--- config.mk ---
export PLATFORM = sky130hd
export DESIGN_NAME = spi_cmd_engine
export DESIGN_NICKNAME = d
export VERILOG_FILES = /design/src/rtl/spi_cmd_pkg.sv /design/src/rtl/spi_cmd_fifo.sv /design/src/rtl/spi_cmd_shifter.sv /design/src/rtl/spi_cmd_seq.sv /design/src/rtl/spi_cmd_engine.sv
export SDC_FILE = /design/constraint.sdc
export NUM_CORES = 1
export LEC_CHECK = 0
export ABC_AREA = 0
export CAP_MARGIN = 20
export CORE_ASPECT_RATIO = 0.75
export CORE_MARGIN = 5
export CORE_UTILIZATION = 44
export CTS_CLUSTER_SIZE = 16
export DETAILED_ROUTE_END_ITERATION = 6
export DONT_BUFFER_PORTS = 1
export SYNTH_ARGS = -nofsm -noshare
export SYNTH_HDL_FRONTEND = slang
export SYNTH_SLANG_ARGS = --single-unit
--- constraint.sdc ---
create_clock -name clk -period 5.95 [get_ports clk]
set_input_delay 0.2975 -clock clk [delete_from_list [all_inputs] [get_ports clk]]
set_output_delay 0.2975 -clock clk [all_outputs]
set_load 0.1 [all_outputs]
--- src/rtl/spi_cmd_pkg.sv ---
package spi_cmd_pkg;
    localparam logic [7:0] OFS_OPCODE = 8'h00;
    localparam logic [7:0] OFS_CTRL   = 8'h02;
    localparam logic [7:0] OFS_STAT   = 8'h03;
    localparam logic [7:0] OFS_CSSEL  = 8'h1D;
    localparam logic [7:0] OFS_TXCNT  = 8'h48;
    localparam logic [7:0] OFS_RXCNT  = 8'h4B;
    localparam int START_BIT  = 0;
    localparam int REWIND_BIT = 4;

    typedef enum logic [1:0] {PH_IDLE, PH_OPC, PH_TX, PH_RX} phase_e;
endpackage

--- src/rtl/spi_cmd_fifo.sv ---
module spi_cmd_fifo #(
    parameter int DEPTH = 16,
    parameter int AW    = $clog2(DEPTH)
) (
    input  logic          clk,
    input  logic          we_i,
    input  logic [AW-1:0] waddr_i,
    input  logic [7:0]    wdata_i,
    input  logic [AW-1:0] raddr_a_i,
    output logic [7:0]    rdata_a_o,
    input  logic [AW-1:0] raddr_b_i,
    output logic [7:0]    rdata_b_o
);
    logic [7:0] mem_q [DEPTH];

    always_ff @(posedge clk) begin
        if (we_i) mem_q[waddr_i] <= wdata_i;
    end

    assign rdata_a_o = mem_q[raddr_a_i];
    assign rdata_b_o = mem_q[raddr_b_i];
endmodule

--- src/rtl/spi_cmd_shifter.sv ---
module spi_cmd_shifter #(
    parameter int HALF_DIV = 2
) (
    input  logic       clk,
    input  logic       rst_n,
    input  logic       start_i,
    input  logic [7:0] tx_byte_i,
    input  logic       miso_i,
    output logic       sclk_o,
    output logic       mosi_o,
    output logic       done_o,
    output logic [7:0] rx_byte_o
);
    localparam int DW = (HALF_DIV > 1) ? $clog2(HALF_DIV) : 1;
    localparam logic [DW-1:0] DIV_LAST = DW'(HALF_DIV - 1);

    typedef struct packed {
        logic          active;
        logic [DW-1:0] div;
        logic [2:0]    bitn;
        logic          sclk;
        logic [7:0]    sh;
        logic [7:0]    rx;
    } shf_t;

    shf_t sh_d, sh_q;
    logic tick;

    always_comb begin
        sh_d   = sh_q;
        done_o = 1'b0;
        tick   = sh_q.active && (sh_q.div == DIV_LAST);
        if (sh_q.active) sh_d.div = tick ? '0 : sh_q.div + 1'b1;
        if (tick) begin
            if (!sh_q.sclk) begin
                sh_d.sclk = 1'b1;
                sh_d.rx   = {sh_q.rx[6:0], miso_i};
            end else begin
                sh_d.sclk = 1'b0;
                if (sh_q.bitn == 3'd7) begin
                    sh_d.active = 1'b0;
                    done_o      = 1'b1;
                end else begin
                    sh_d.bitn = sh_q.bitn + 3'd1;
                    sh_d.sh   = {sh_q.sh[6:0], 1'b0};
                end
            end
        end
        if (start_i) begin
            sh_d.active = 1'b1;
            sh_d.div    = '0;
            sh_d.bitn   = '0;
            sh_d.sclk   = 1'b0;
            sh_d.sh     = tx_byte_i;
        end
    end

    always_ff @(posedge clk or negedge rst_n) begin
        if (!rst_n) sh_q <= '0;
        else        sh_q <= sh_d;
    end

    assign sclk_o    = sh_q.sclk;
    assign mosi_o    = sh_q.active & sh_q.sh[7];
    assign rx_byte_o = sh_q.rx;
endmodule

--- src/rtl/spi_cmd_seq.sv ---
module spi_cmd_seq
    import spi_cmd_pkg::*;
#(
    parameter int AW  = 4,
    parameter int CSW = 2
) (
    input  logic           clk,
    input  logic           rst_n,
    input  logic           start_i,
    input  logic           rewind_i,
    input  logic [7:0]     opcode_i,
    input  logic [7:0]     txcnt_i,
    input  logic [7:0]     rxcnt_i,
    input  logic [CSW-1:0] cs_sel_i,
    input  logic [7:0]     fifo_rdata_i,
    input  logic           sh_done_i,
    input  logic [7:0]     sh_rx_i,
    output logic           busy_o,
    output logic [CSW-1:0] cs_sel_o,
    output logic           sh_start_o,
    output logic [7:0]     sh_tx_o,
    output logic [AW-1:0]  ptr_o,
    output logic           fifo_we_o
);
    typedef struct packed {
        phase_e         ph;
        logic [AW-1:0]  ptr;
        logic [7:0]     tx_left;
        logic [7:0]     rx_left;
        logic [CSW-1:0] cs;
    } seq_t;

    seq_t sq_d, sq_q;

    always_comb begin
        sq_d       = sq_q;
        sh_start_o = 1'b0;
        sh_tx_o    = 8'h00;
        fifo_we_o  = 1'b0;
        unique case (sq_q.ph)
            PH_IDLE: begin
                if (rewind_i) sq_d.ptr = '0;
                if (start_i) begin
                    sq_d.ph      = PH_OPC;
                    sq_d.tx_left = txcnt_i;
                    sq_d.rx_left = rxcnt_i;
                    sq_d.cs      = cs_sel_i;
                    sh_start_o   = 1'b1;
                    sh_tx_o      = opcode_i;
                end
            end
            PH_OPC, PH_TX: begin
                if (sh_done_i) begin
                    if (sq_q.tx_left != 8'd0) begin
                        sh_start_o   = 1'b1;
                        sh_tx_o      = fifo_rdata_i;
                        sq_d.ptr     = sq_q.ptr + 1'b1;
                        sq_d.tx_left = sq_q.tx_left - 8'd1;
                        sq_d.ph      = PH_TX;
                    end else if (sq_q.rx_left != 8'd0) begin
                        sh_start_o = 1'b1;
                        sq_d.ph    = PH_RX;
                    end else begin
                        sq_d.ph = PH_IDLE;
                    end
                end
            end
            PH_RX: begin
                if (sh_done_i) begin
                    fifo_we_o    = 1'b1;
                    sq_d.ptr     = sq_q.ptr + 1'b1;
                    sq_d.rx_left = sq_q.rx_left - 8'd1;
                    if (sq_q.rx_left != 8'd1) sh_start_o = 1'b1;
                    else                      sq_d.ph    = PH_IDLE;
                end
            end
            default: sq_d.ph = PH_IDLE;
        endcase
    end

    always_ff @(posedge clk or negedge rst_n) begin
        if (!rst_n) sq_q <= '{ph: PH_IDLE, default: '0};
        else        sq_q <= sq_d;
    end

    assign busy_o   = (sq_q.ph != PH_IDLE);
    assign cs_sel_o = sq_q.cs;
    assign ptr_o    = sq_q.ptr;
endmodule

--- src/rtl/spi_cmd_engine.sv ---
module spi_cmd_engine
    import spi_cmd_pkg::*;
#(
    parameter int FIFO_DEPTH = 16,
    parameter int HALF_DIV   = 2,
    parameter int CS_NUM     = 4
) (
    input  logic              clk,
    input  logic              rst_n,
    input  logic              bus_wr_i,
    input  logic [7:0]        bus_addr_i,
    input  logic [7:0]        bus_wdata_i,
    output logic [7:0]        bus_rdata_o,
    output logic              spi_sclk_o,
    output logic              spi_mosi_o,
    input  logic              spi_miso_i,
    output logic [CS_NUM-1:0] spi_cs_n_o
);
    localparam int AW  = $clog2(FIFO_DEPTH);
    localparam int CSW = $clog2(CS_NUM);

    typedef struct packed {
        logic [7:0]     opcode;
        logic [7:0]     txcnt;
        logic [7:0]     rxcnt;
        logic [CSW-1:0] cs;
    } regs_t;

    regs_t rg_d, rg_q;
    logic exec_req, rewind_req, busy, seq_we, sh_start, sh_done, bus_fifo_wr;
    logic [CSW-1:0] cs_act;
    logic [AW-1:0]  ptr;
    logic [7:0]     sh_tx, sh_rx, fifo_bus_rd, fifo_seq_rd;

    always_comb begin
        rg_d        = rg_q;
        exec_req    = 1'b0;
        rewind_req  = 1'b0;
        bus_fifo_wr = bus_wr_i & bus_addr_i[7];
        if (bus_wr_i && !bus_addr_i[7]) begin
            unique case (bus_addr_i)
                OFS_OPCODE: rg_d.opcode = bus_wdata_i;
                OFS_TXCNT:  rg_d.txcnt  = bus_wdata_i;
                OFS_RXCNT:  rg_d.rxcnt  = bus_wdata_i;
                OFS_CSSEL:  rg_d.cs     = bus_wdata_i[CSW-1:0];
                OFS_CTRL: begin
                    exec_req   = bus_wdata_i[START_BIT];
                    rewind_req = bus_wdata_i[REWIND_BIT];
                end
                default: ;
            endcase
        end
    end

    always_ff @(posedge clk or negedge rst_n) begin
        if (!rst_n) rg_q <= '0;
        else        rg_q <= rg_d;
    end

    always_comb begin
        bus_rdata_o = 8'h00;
        if (bus_addr_i[7]) begin
            bus_rdata_o = fifo_bus_rd;
        end else begin
            unique case (bus_addr_i)
                OFS_OPCODE: bus_rdata_o = rg_q.opcode;
                OFS_STAT:   bus_rdata_o = {busy, 7'b0};
                OFS_CSSEL:  bus_rdata_o = {{(8-CSW){1'b0}}, rg_q.cs};
                OFS_TXCNT:  bus_rdata_o = rg_q.txcnt;
                OFS_RXCNT:  bus_rdata_o = rg_q.rxcnt;
                default:    bus_rdata_o = 8'h00;
            endcase
        end
    end

    spi_cmd_fifo #(.DEPTH(FIFO_DEPTH), .AW(AW)) fifo_i (
        .clk       (clk),
        .we_i      (seq_we | bus_fifo_wr),
        .waddr_i   (seq_we ? ptr : bus_addr_i[AW-1:0]),
        .wdata_i   (seq_we ? sh_rx : bus_wdata_i),
        .raddr_a_i (bus_addr_i[AW-1:0]),
        .rdata_a_o (fifo_bus_rd),
        .raddr_b_i (ptr),
        .rdata_b_o (fifo_seq_rd)
    );

    spi_cmd_seq #(.AW(AW), .CSW(CSW)) seq_i (
        .clk          (clk),
        .rst_n        (rst_n),
        .start_i      (exec_req),
        .rewind_i     (rewind_req),
        .opcode_i     (rg_q.opcode),
        .txcnt_i      (rg_q.txcnt),
        .rxcnt_i      (rg_q.rxcnt),
        .cs_sel_i     (rg_q.cs),
        .fifo_rdata_i (fifo_seq_rd),
        .sh_done_i    (sh_done),
        .sh_rx_i      (sh_rx),
        .busy_o       (busy),
        .cs_sel_o     (cs_act),
        .sh_start_o   (sh_start),
        .sh_tx_o      (sh_tx),
        .ptr_o        (ptr),
        .fifo_we_o    (seq_we)
    );

    spi_cmd_shifter #(.HALF_DIV(HALF_DIV)) shf_i (
        .clk       (clk),
        .rst_n     (rst_n),
        .start_i   (sh_start),
        .tx_byte_i (sh_tx),
        .miso_i    (spi_miso_i),
        .sclk_o    (spi_sclk_o),
        .mosi_o    (spi_mosi_o),
        .done_o    (sh_done),
        .rx_byte_o (sh_rx)
    );

    for (genvar gi = 0; gi < CS_NUM; gi++) begin : g_cs
        assign spi_cs_n_o[gi] = !(busy && (cs_act == CSW'(gi)));
    end
endmodule

# --- Yosys cells after proc, flatten, opt, wreduce, memory -nomap -nowiden ---
# Memories as Yosys holds them, arrays and structs flattened.
# Index checks and enable logic that the tools add are counted.
word_totals:
  reg_bits: 72
  latch_bits: 0
  ram_bits: 128
  mem_bits_ro: 0
  inputBits: 20
  out_inout_bits: 14
  wordCells: 133
  n_memories: 1
memory_table:
  columns: ["memory", "words", "word_bits", "read_ports", "rd_clocked_by_memory_dff", "wr", "line_no", "rtl"]
  rows:
  - ["fifo_i.mem_q", 16, 8, 2, 0, 1, "spi_cmd_fifo.sv:14", "logic [7:0] mem_q [DEPTH];"]
classes:
  addsub: 5
  n_mul: 0
  div_mod_pow: 0
  order_cmp: 0
  eq_ne: 20
  shift: 0
  n_mux: 52
  bitwise: 4
  reduce_logical: 36
ops:
  columns: ["operator", "n"]
  rows:
  - ["8-bit 2-to-1 mux", 9]
  - ["8-bit one-hot mux with 2 select lines", 3]
  - ["8-bit one-hot mux with 5 select lines", 1]
  - ["14-bit 2-to-1 mux", 2]
  - ["1-bit 2-to-1 mux", 23]
  - ["20-bit 2-to-1 mux", 1]
  - ["18-bit 2-to-1 mux", 1]
  - ["6-bit one-hot mux with 3 select lines", 1]
  - ["8-bit by 2-bit == test with 1-bit output (second input constant)", 2]
  - ["8-bit by 7-bit == test with 1-bit output (second input constant)", 2]
  - ["8-bit nonzero test", 2]
  - ["8-bit by 1-bit subtractor with 8-bit output (second input constant)", 2]
  - ["2-bit nonzero test", 7]
  - ["12-bit 2-to-1 mux", 1]
  - ["2-bit AND reduction", 6]
  - ["4-bit AND reduction", 3]
  - ["3-bit AND reduction", 3]
  - ["2-bit == test (second input constant)", 4]
  - ["8-bit by 5-bit == test with 1-bit output (second input constant)", 1]
  - ["8-bit zero test", 1]
  - ["2-bit 2-to-1 mux", 4]
  - ["4-bit 2-to-1 mux", 2]
  - ["2-bit inequality test (second input constant)", 4]
  - ["8-bit by 1-bit inequality test with 1-bit output (second input constant)", 1]
  - ["16 further kinds", 31]

# --- Logic depth before layout (Yosys ltp) ---
# Gate-level depths: netlist (run 1).
depth:
  ltp_word: 9
  mapped_depth: 9
  depth_no_buf: 7

# --- Cells and area by module ---
# Synthesis (run 1) repeated with hierarchy kept, for this count alone.
hier_totals:
  cells_unflattened: 730
  hier_area_um2: 10550.1
by_module_without_submodules:
  columns: ["module", "n_inst", "cells_per_inst", "area_per_inst_um2", "seq_area_each_um2"]
  rows:
  - ["spi_cmd_fifo", 1, 291, 6024.5, 3843.7]
  - ["spi_cmd_seq", 1, 204, 1769.2, 600.6]
  - ["spi_cmd_engine", 1, 140, 1596.5, 650.6]
  - ["spi_cmd_shifter", 1, 95, 1159.9, 550.5]

# --- Worst setup path after synthesis (run 1) ---
# OpenSTA, ideal clock, no wires.
synth_timing:
  path_type: "input to output"
  from: "input port bus_addr_i[1]"
  to: "output port bus_rdata_o[1]"
  arrival_time_ns: 2.747
  required_ns: 5.653
  path_slack_ns: 2.905
  stages: 5
  path_buffers: 2
  path_cell_list: "buf_2 buf_1 mux4_2 mux2i_1 o221ai_1"
synth_between:
  elab_chain_len: 3
  elab_cells_between_ends: 8
  classes_between: "eq/ne: 4; mux: 2; reduce/logical: 1; memory: 1"
synth_rtl:
  columns: ["item", "line_no", "rtl"]
  rows:
  - ["start: declaration", "spi_cmd_engine.sv:11", "input logic [7:0] bus_addr_i,"]
  - ["8-bit by 7-bit == test with 1-bit output (tied with other cells)", "spi_cmd_engine.sv:65", "unique case (bus_addr_i)"]
  - ["8-bit one-hot mux with 5 select lines", "spi_cmd_engine.sv:65", null]
  - ["8-bit 2-to-1 mux *", "spi_cmd_engine.sv:62", "if (bus_addr_i[7]) begin"]
  - ["end: declaration", "spi_cmd_engine.sv:13", "output logic [7:0] bus_rdata_o,"]
# Every way passes the cells marked *; elsewhere a longest branch is shown, timed or not.

# --- Worst setup path after layout (run 1) ---
layout_timing:
  from: "register shf_i.sh_q, in the netlist shf_i.sclk_o"
  to: "memory fifo_i.mem_q[14][6] (enable)"
layout_between:
  elab_chain_len: 7
  elab_cells_between_ends: 8
  classes_between: "mux: 7; bitwise: 1"
layout_rtl:
  columns: ["item", "line_no", "rtl"]
  rows:
  - ["start: declaration", "spi_cmd_shifter.sv:26", "shf_t sh_d, sh_q;"]
  - ["start signal: assignment", "spi_cmd_shifter.sv:59", "if (!rst_n) sh_q <= '0;"]
  - ["start signal: assignment", "spi_cmd_shifter.sv:60", "else sh_q <= sh_d;"]
  - ["1-bit 2-to-1 mux *", "spi_cmd_shifter.sv:35", "if (!sh_q.sclk) begin"]
  - ["1-bit 2-to-1 mux *", "spi_cmd_shifter.sv:34", "if (tick) begin"]
  - ["1-bit 2-to-1 mux *", "spi_cmd_seq.sv:69", "if (sh_done_i) begin"]
  - ["1-bit 2-to-1 mux *", "spi_cmd_seq.sv:40", "unique case (sq_q.ph)"]
  - ["1-bit OR", "spi_cmd_engine.sv:78", ".we_i (seq_we | bus_fifo_wr),"]
  - ["1-bit 2-to-1 mux", "spi_cmd_fifo.sv:17", "if (we_i) mem_q[waddr_i] <= wdata_i;"]
  - ["1-bit 2-to-1 mux (not written as such)", "spi_cmd_fifo.sv:17", null]
  - ["end: declaration", "spi_cmd_fifo.sv:14", null]
# Marked as above.

==> impl_metrics.toml, run 1 <==
[synthesis]
ys_seq_area_share_pct = 55.4
syn-instance-count = 742
yosysMostFrequentCell = "edfxtp_1"
yosysTopAreaCellShare_pct = 37.7
synthFlopType = "edfxtp_1"
yosys.area.top_type = "edfxtp_1"
netlist_area_um2 = 10200
yosysWarnings = 0
synthArstFlopShare_pct = 36.0
synth.area.top_cells = "edfxtp_1 38%, dfrtp_1 18%, mux4_2 9.1%, mux2i_1 6.4%, mux2_2 5.7%"
ys_ff_latch = 200
avgSynthCellArea_um2 = 13.7
synthesis.nets = 771
synthDistinctLibCells = 70
synth_commonest_cells = "128 x edfxtp_1, 72 x dfrtp_1, 65 x mux2i_1"
synth_edf_count = 128

[die]
core_area_um2 = 22900
die_area_um2 = 26300
rows = 48
die-height_um = 142
io_pins = 34
initial_core_util_pct = 44.5
die_x_um = 186

[drt]
drcViolationCount = 0
drt_pass1_iterations = 7
wl_mm = 28.5
vias_per_cell = 6.54
wire_per_inst_um = 27.0
first_iter_violations = 862
vias = 6896
ant_nets = 0

[global_route]
antenna_found_initial = 0
first_global_vias = 6778
grt_usage_pct = 22.0
grt.overflow.total = 0
grt_pass1_wl_mm = 43.0
grt_max_degree = 73

[sta]
hold_viol = 0
fin_setup_tns_ps = 0
finalSetupViolations = 0
fin_crit_sh_pct = 62.6
fin_crit_ps = 3720
max_freq_mhz = 269
setup_slack_ps = 2230
timing.slew.headroom_pct = 24.7
rsz0062_at_grt = "no"
drv_slew = 0
skew_ps = 14.8
worst_pin_slew_ps = 1130

[worst_hold_path]
hold_path_depth = 1
whs_endpoint = "rg_q[4]"
hold_class = "in2reg"
min_from = "bus_wdata_i[2]"

[setup_path]
worstPathArrival_ps = 3790
crit_required_ps = 6010
r2r_end = "fifo_i.mem_q[14][6]"
end_kind = "register"
crit_type = "reg2reg"
r2r_slack_ps = 2230
timing.rr.start = "shf_i.sclk_o"
start_kind = "register"
critPathMaxFanout = 18
ff2ff_path_depth = 5

[power_and_ir_drop]
p_leak_nw = 3.92
powerDensity_nw_per_um2 = 249
ir_worst_vdd_v = 0.000188

[final_layout]
area_growth_pct = 11.6
fin_util_pct = 49.7
drive_above_1_share_pct = 21.2
layout.cells.non_filler = 1055
multi_input_area_um2 = 4320
nFillCells = 1883
nets = 771
antennaDiodeCount = 0
ff_latch_area_um2 = 5650

[clock_network]
clkLatencyLatePin_ps = 440
htreeDepth = 4
cts_tree = "done"
cts.sinks = 200
ctsRootBufferMaster = "clkbuf_16"
cts_setup_buffers = 0
clk_path_buf_depth = 2
clkTransAtPathRegs_ps = 80
numCtsBuffers = 17

[place]
dp_slack_ps = 2300
gp_congestion = 0.879
hpwl_mm = 19.9
dp_cells = 1010
port-buffer-count = 0

[job]
drv_cap = 0

[status]
status = "completed"
[timing repair]
| action | CTS | global route |
|---|---|---|
| hold endpoints to repair | 91 | 1 |
| hold buffers | 11 | 1 |
| resized for setup | 0 | 0 |
[area by class of cell]
cell class	instances	area share, %
flip-flops and latches	200	49.7
multi-input cells	486	38.0
inverters	12	0.396
clock buffers	21	4.34
well taps	300	3.30
repair buffers	25	3.46
clock inverters	11	0.847
[worst max-delay path, cell delays in order (launching register included)]
cell and delay [ps]:
dfrtp_1 1040, and4_1 470, nand2_1 520, mux2i_1 320, or2_2 400, nor2_1 590
[placed cells by master (no fill, tap or decap), drive strengths merged, types with 5 or more instances in the layout]
cell type / instances
nand2b: 9
or3: 6
mux2: 52
o2bb2ai: 9
nand3: 22
and3: 9
dfrtp: 72
o22ai: 5
mux2i: 65
a31oi: 6
dlygate4sd3: 11
clkbuf: 21
inv: 20
nor3: 6
a21oi: 25
buf: 14
nor3b: 6
ha: 9
nor2: 36
mux4: 41
nand2: 51
nor2b: 5
nor4: 5
a22oi: 27
nand3b: 5
o21ai: 11
o211ai: 19
edfxtp: 128
a222oi: 5
[kinds of logic (layout without fill, tap and decap cells)]
group / Yosys count / count (layout) / synth area share [%]
multiplexers: 158 / 158 / 21.2
flip-flops: 200 / 200 / 55.4
buffers and inverters: 56 / 69 / 2.39
AO/OA/AOI/OAI: 135 / 135 / 9.81
AND/OR/NAND/NOR: 182 / 182 / 9.90
XOR/XNOR: 2 / 2 / 0.172
adder cells (fa/ha/maj): 9 / 9 / 1.11
[through the flow]
step	cell area, um^2	total power [mW]	hold WS (ps)
4_1_cts	11400	2.84	0.265
3_3_place_gp	10600	1.67	6.30
2_1_floorplan	10200	1.63	1.91
6_report	11400	2.83	13.8
5_1_grt	11400	2.90	0.451
3_5_place_dp	10600	1.68	6.17
[flip-flops by register name (all words and copies together) (netlist names)]
register,count
fifo_i.mem_q,128
rg_q,26
seq_i.cs_sel_o,2
seq_i.ptr_o,4
seq_i.sq_q,18
shf_i.rx_byte_o,8
shf_i.sclk_o,1
shf_i.sh_q,13
[routing by layer]
metal  wire, um  global-route usage, %  part of all wire (%)  vias up
met4        716                   6.71                   2.5        0
met2      12700                   32.4                    44      356
met5          0                      0                     0        -
met3       2660                   5.30                   9.3       51
met1      12400                   32.4                    44     3538
li1           -                      -                     -     2951
[worst max path at each step]
| stage | startpoint | end | slack [ps] |
|---|---|---|---|
| after global placement | shf_i.sclk_o | fifo_i.mem_q[13][0] | 2380 |
| final | shf_i.sclk_o | fifo_i.mem_q[14][6] | 2230 |
| after CTS | shf_i.sclk_o | fifo_i.mem_q[13][2] | 2280 |
| after detailed placement | shf_i.sclk_o | fifo_i.mem_q[14][0] | 2300 |
| after global routing | shf_i.sclk_o | fifo_i.mem_q[3][6] | 2010 |
| after floorplan | bus_addr_i[1] | bus_rdata_o[1] | 2910 |
[power by group]
part           leakage (nW)  total (mW)  internal, mW  switching (mW)
Combinational          1.57       0.173        0.0701           0.102
Sequential             2.06        1.50          1.49         0.00785
Clock                 0.294        1.16         0.612           0.551
Total                  3.92        2.83          2.17           0.661
No activity file was read; power rests on OpenSTA's default activity.
==> inputs of run 2 (changes only) <==
- clock period: 5.95 -> 3.3 ns (I/O delays scaled with it)
==> run 2 against run 1 <==
The flow now finishes with violations (DRC). Utilization rose by 0.72 points. Register-to-register slack got worse by 1900 ps. Clock power rose by 95%. Sequential share of layout area fell by 0.71 points. Fmax rose by 24%. First-iteration DRC count rose by 27%. Via count rose by 0.30%. Highest routed layer unchanged.
==> impl_metrics.toml, run 2 (same netlist as run 1, synthesis figures left out) <==
[status]
status = "complete, but fails checks"
violations = "DRC"

[setup_path]
worstPathArrival_ps = 3070
r2r_end = "fifo_i.mem_q[10][2]"
end_kind = "register"
cp_common_cell = "ha_1"
path_delay_family = "simple AND/OR/NAND/NOR gates"
r2r_slack_ps = 290
crit_required_ps = 3360
critPathMaxFanout = 10
start_kind = "register"
crit_type = "reg2reg"
cp_slowest_stage_delay_ps = 630
path_cells = "ha_1 > ha_1 > and4_1 > nand2_1 > mux2i_1 > nand2b_1 > nor2_1"
timing.rr.start = "shf_i.sh_q[17]"
cpMaxStageDelayCell = "nor2_1"
ff2ff_path_depth = 7
worst-path-buf-inv = 0

[final_layout]
final_common_cell = "edfxtp_1"
nFillCells = 1872
regMostFlops = "fifo_i.mem_q"
multi_input_area_um2 = 4320
antennaDiodeCount = 0
reg_top3 = "fifo_i.mem_q x128, rg_q x26, seq_i.sq_q x18"
largest_reg_flops = 128
layout.cells.non_filler = 1073
design_area_um2 = 11500
ff_latch_area_um2 = 5650
area_growth_pct = 13.2
nets = 789
layout_common_cells = "128 x edfxtp_1, 71 x dfrtp_1, 65 x mux2i_1"
drive_above_1_share_pct = 23.0

[drt]
wire_per_inst_um = 26.2
drcViolationCount = 3
vias_per_cell = 6.45
first_iter_violations = 1098
vias = 6917
ant_nets = 0
wl_mm = 28.1
drt_pass1_iterations = 7

[global_route]
grt.overflow.total = 0
antenna_found_initial = 0
grt_max_degree = 73
grt_usage_pct = 21.8
grt_pass1_wl_mm = 42.6
first_global_vias = 6644

[die]
rows = 48
io_pins = 34
core_area_um2 = 22900
die_area_um2 = 26300
initial_core_util_pct = 44.5
die_x_um = 186
die-height_um = 142

[sta]
max_freq_mhz = 333
timing.slew.headroom_pct = 29.4
setup_slack_ps = 293
fin_crit_ps = 3010
fin_setup_tns_ps = 0
finalSetupViolations = 0
rsz0062_at_grt = "no"
fin_crit_sh_pct = 91.1
hold_viol = 0
skew_ps = 9.50
drv_slew = 0
worst_pin_slew_ps = 1060

[worst_hold_path]
min_from = "bus_wdata_i[0]"
whs_endpoint = "seq_i.sq_q[12]"
hold_class = "in2reg"
hold_path_depth = 3

[clock_network]
cts.repair.resized = 0
cts.sinks = 200
clkTransAtPathRegs_ps = 80
numCtsBuffers = 17
htreeDepth = 4
clkLatencyLatePin_ps = 440
ctsRootBufferMaster = "clkbuf_16"
cts_tree = "done"
clk_path_buf_depth = 2

[place]
hpwl_mm = 19.6
gp_congestion = 0.880
dp_cells = 1030
port-buffer-count = 0
dpl-instance-area_um2 = 10800
dp_slack_ps = 354

[power_and_ir_drop]
ir_worst_vdd_v = 0.000297
powerDensity_nw_per_um2 = 457
p_leak_nw = 4.02

[job]
drv_cap = 0
==> run 2: cell count changes in the layout (fill, tap and decap cells not counted), sizes merged <==
cell	before	now
dlygate4sd3	11	10
bufinv	0	4
inv	20	17
clkbuf	21	17
buf	14	33
clkinv	3	6
==> run 2: metal layers <==
layer / vias to the layer above / routed length [um] / track usage (%)
met5: - / 0 / 0
met2: 359 / 12400 / 31.8
met1: 3538 / 12400 / 32.8
met4: 0 / 602 / 5.79
li1: 2977 / - / -
met3: 43 / 2710 / 5.23
==> run 2: what timing repair did <==
item	CTS	global route
endpoints found under the setup margin	0	0
buffers inserted	0	0
endpoints found under the hold margin	99	0
hold buffers	11	0
==> run 2: how the worst max path moves through the flow <==
stage / endpoint / slack [ps] / startpoint / depth (start not counted)
floorplan: fifo_i.mem_q[13][0] / 410 / shf_i.sclk_o / 6
global placement: fifo_i.mem_q[10][1] / 470 / shf_i.sh_q[17] / 7
detailed placement: fifo_i.mem_q[10][4] / 350 / shf_i.sh_q[17] / 7
CTS: fifo_i.mem_q[10][2] / 330 / shf_i.sh_q[17] / 7
global route: fifo_i.mem_q[9][2] / 150 / shf_i.sh_q[17] / 7
finish: fifo_i.mem_q[10][2] / 290 / shf_i.sh_q[17] / 7
==> run 2: layout make-up <==
class,count,share of cell area (%)
clock buffers,17,3.69
clock inverters,15,1.86
inverters,12,0.391
multi-input cells,486,37.4
flip-flops and latches,200,49.0
well taps,300,3.25
repair buffers,43,4.40
==> run 2: power by group <==
group | switching [mW] | internal [mW] | total, mW
registers | 0.0152 | 2.69 | 2.70
clock network | 0.969 | 1.29 | 2.26
logic | 0.183 | 0.123 | 0.305
==> run 2: through the flow <==
stage                     power [mW]  hold WS [ps]  util [%]
after floorplan                 2.94          -131         -
after global placement          3.01          -126      46.8
after detailed placement        3.02          -125      47.1
after CTS                       5.29          54.0      50.4
after global routing            5.41          77.0      50.4
final                           5.27          83.1      50.4
==> run 2: worst min-delay path: cells and delay by family <==
family / cells / cell delay (ps)
and+or+nand+nor: 1 / 130
AOI/OAI and AO/OA: 2 / 180
==> inputs of run 3 (changes only) <==
- SETUP_SLACK_MARGIN: default -> 0.3
==> run 3 against run 2 <==
The flow now finishes without violations. First-iteration DRC count is 13% lower. Non-clock buffer count stayed put. Worst setup slack better by 49 ps. Clock skew is 1.5 ps higher. Global-route usage stayed put. Register-to-register slack better by 50 ps. Largest cell class unchanged. Hold slack better by 1.3 ps. Total power hardly changed.
==> impl_metrics.toml, run 3 (same netlist as run 1, synthesis figures left out) <==
[place]
hpwl_mm = 19.6
dp_cells = 1030
dpl-instance-area_um2 = 10800
port-buffer-count = 0
gp_congestion = 0.880

[setup_path]
critPathMaxFanout = 10
worstPathArrival_ps = 3020
crit_type = "reg2reg"
crit_required_ps = 3360
start_kind = "register"
critPathCapture = "fifo_i.mem_q[10][2]"
r2r_end = "fifo_i.mem_q[10][2]"
r2r_slack_ps = 340
critical_path.startpoint = "shf_i.sh_q[17]"
ff2ff_path_depth = 7
end_kind = "register"
timing.rr.start = "shf_i.sh_q[17]"

[final_layout]
design_area_um2 = 11600
drive_above_1_share_pct = 23.9
nets = 789
final_common_cell = "edfxtp_1"
area_growth_pct = 13.4
regMostFlops = "fifo_i.mem_q"
layout.cells.non_filler = 1073
reg_top3 = "fifo_i.mem_q x128, rg_q x26, seq_i.sq_q x18"
antennaDiodeCount = 0
largest_reg_flops = 128
layout_common_cells = "128 x edfxtp_1, 71 x dfrtp_1, 64 x mux2i_1"

[sta]
rsz0062_at_grt = "yes"
finalSetupViolations = 0
hold_viol = 0
worst_pin_slew_ps = 1070
fin_crit_sh_pct = 89.6
fin_setup_tns_ps = 0
skew_ps = 11.0
fin_crit_ps = 2960
max_freq_mhz = 338
drv_slew = 0
timing.slew.headroom_pct = 28.8

[drt]
first_iter_violations = 953
wire_per_inst_um = 26.2
ant_nets = 0
vias = 6935
vias_per_cell = 6.46
drcViolationCount = 0
drt_pass1_iterations = 7
wl_mm = 28.1

[die]
rows = 48
core_area_um2 = 22900
die-height_um = 142
io_pins = 34
die_x_um = 186
initial_core_util_pct = 44.5
die_area_um2 = 26300

[job]
drv_cap = 0

[clock_network]
clkLatencyLatePin_ps = 440
htreeDepth = 4
cts_tree = "done"
clkTransAtPathRegs_ps = 80
ctsRootBufferMaster = "clkbuf_16"
cts.sinks = 200
numCtsBuffers = 17
cts_setup_buffers = 0
clk_path_buf_depth = 2

[global_route]
first_global_vias = 6644
met2_usage_pct = 31.8
grt_max_degree = 73
antenna_found_initial = 0
use_met3_pct = 5.23
met1_usage_pct = 32.8
grt.overflow.total = 0
grt_pass1_wl_mm = 42.6
top_usage_layer = "met1"
grt_usage_pct = 21.8

[power_and_ir_drop]
p_int_mw = 4.10
ir_worst_vdd_v = 0.000294
p_clk_share_pct = 42.9
powerDensity_nw_per_um2 = 456
p_leak_nw = 4.01
seqPwrFrac_pct = 51.2
pwr-share-comb_pct = 5.8
switching_share_pct = 22.2
switching_power_mw = 1.17

[worst_hold_path]
hold_class = "in2reg"
min_from = "bus_wdata_i[0]"

[status]
status = "completed"
run 3: changes by cell type in the layout (fill, tap and decap cells not counted):
cell / previous run / this run
ha_1: 9 / 8
ha_2: 0 / 1
mux2i_1: 65 / 64
mux2i_2: 0 / 1
nor2_1: 36 / 31
nor2_2: 0 / 5
run 3: how the worst min path moves through the flow:
stage | to | slack (ps) | depth (start not counted)
5_1_grt | seq_i.sq_q[12] | 80 | 3
2_1_floorplan | rg_q[0] | -130 | 0
3_5_place_dp | seq_i.sq_q[5] | -120 | 0
3_3_place_gp | seq_i.sq_q[5] | -130 | 0
4_1_cts | seq_i.sq_q[12] | 50 | 3
6_report | seq_i.sq_q[12] | 80 | 3
run 3: routing by layer:
metal / wire, um / vias up
met1: 12700 / 3581
met3: 2310 / 39
met5: 0 / -
li1: - / 2991
met2: 12500 / 324
met4: 580 / 0
run 3: layout make-up:
cell class | count | area (um^2)
fillers | 1870 | 11300
flip-flops and latches | 200 | 5650
repair buffers | 43 | 508
well taps | 300 | 375
clock inverters | 15 | 214
clock buffers | 17 | 425
multi-input cells | 486 | 4340
inverters | 12 | 45.0
run 3: worst max-delay path, stage by stage, from the launching register on:
cell and delay (ps):
dfrtp_1 400, ha_1 210, ha_1 230, and4_1 250
nand2_1 350, mux2i_2 350, nand2b_1 150, nor2_1 630
run 3: power groups by stage:
stage	Sequential [mW]	Combinational, mW	Clock [mW]
finish	2.70	0.306	2.26
detailed placement	2.76	0.268	0
CTS	2.70	0.307	2.28
global route	2.70	0.322	2.39
global placement	2.75	0.254	0
floorplan	2.75	0.195	0
run 3: what timing repair did:
item | 4_1_cts | 5_1_grt
gates resized for setup | 0 | 7
setup endpoints to repair | 0 | 77
endpoints found under the hold margin | 99 | 0
hold buffers | 11 | 0
run 3: through the flow:
stage	total power, mW	util (%)	worst slack (ps)	hold slack [ps]
floorplan	2.94	-	409	-131
global placement	3.01	46.8	473	-126
detailed placement	3.02	47.1	354	-125
CTS	5.29	50.4	326	54.0
global route	5.41	50.5	202	77.0
finish	5.27	50.5	342	84.4
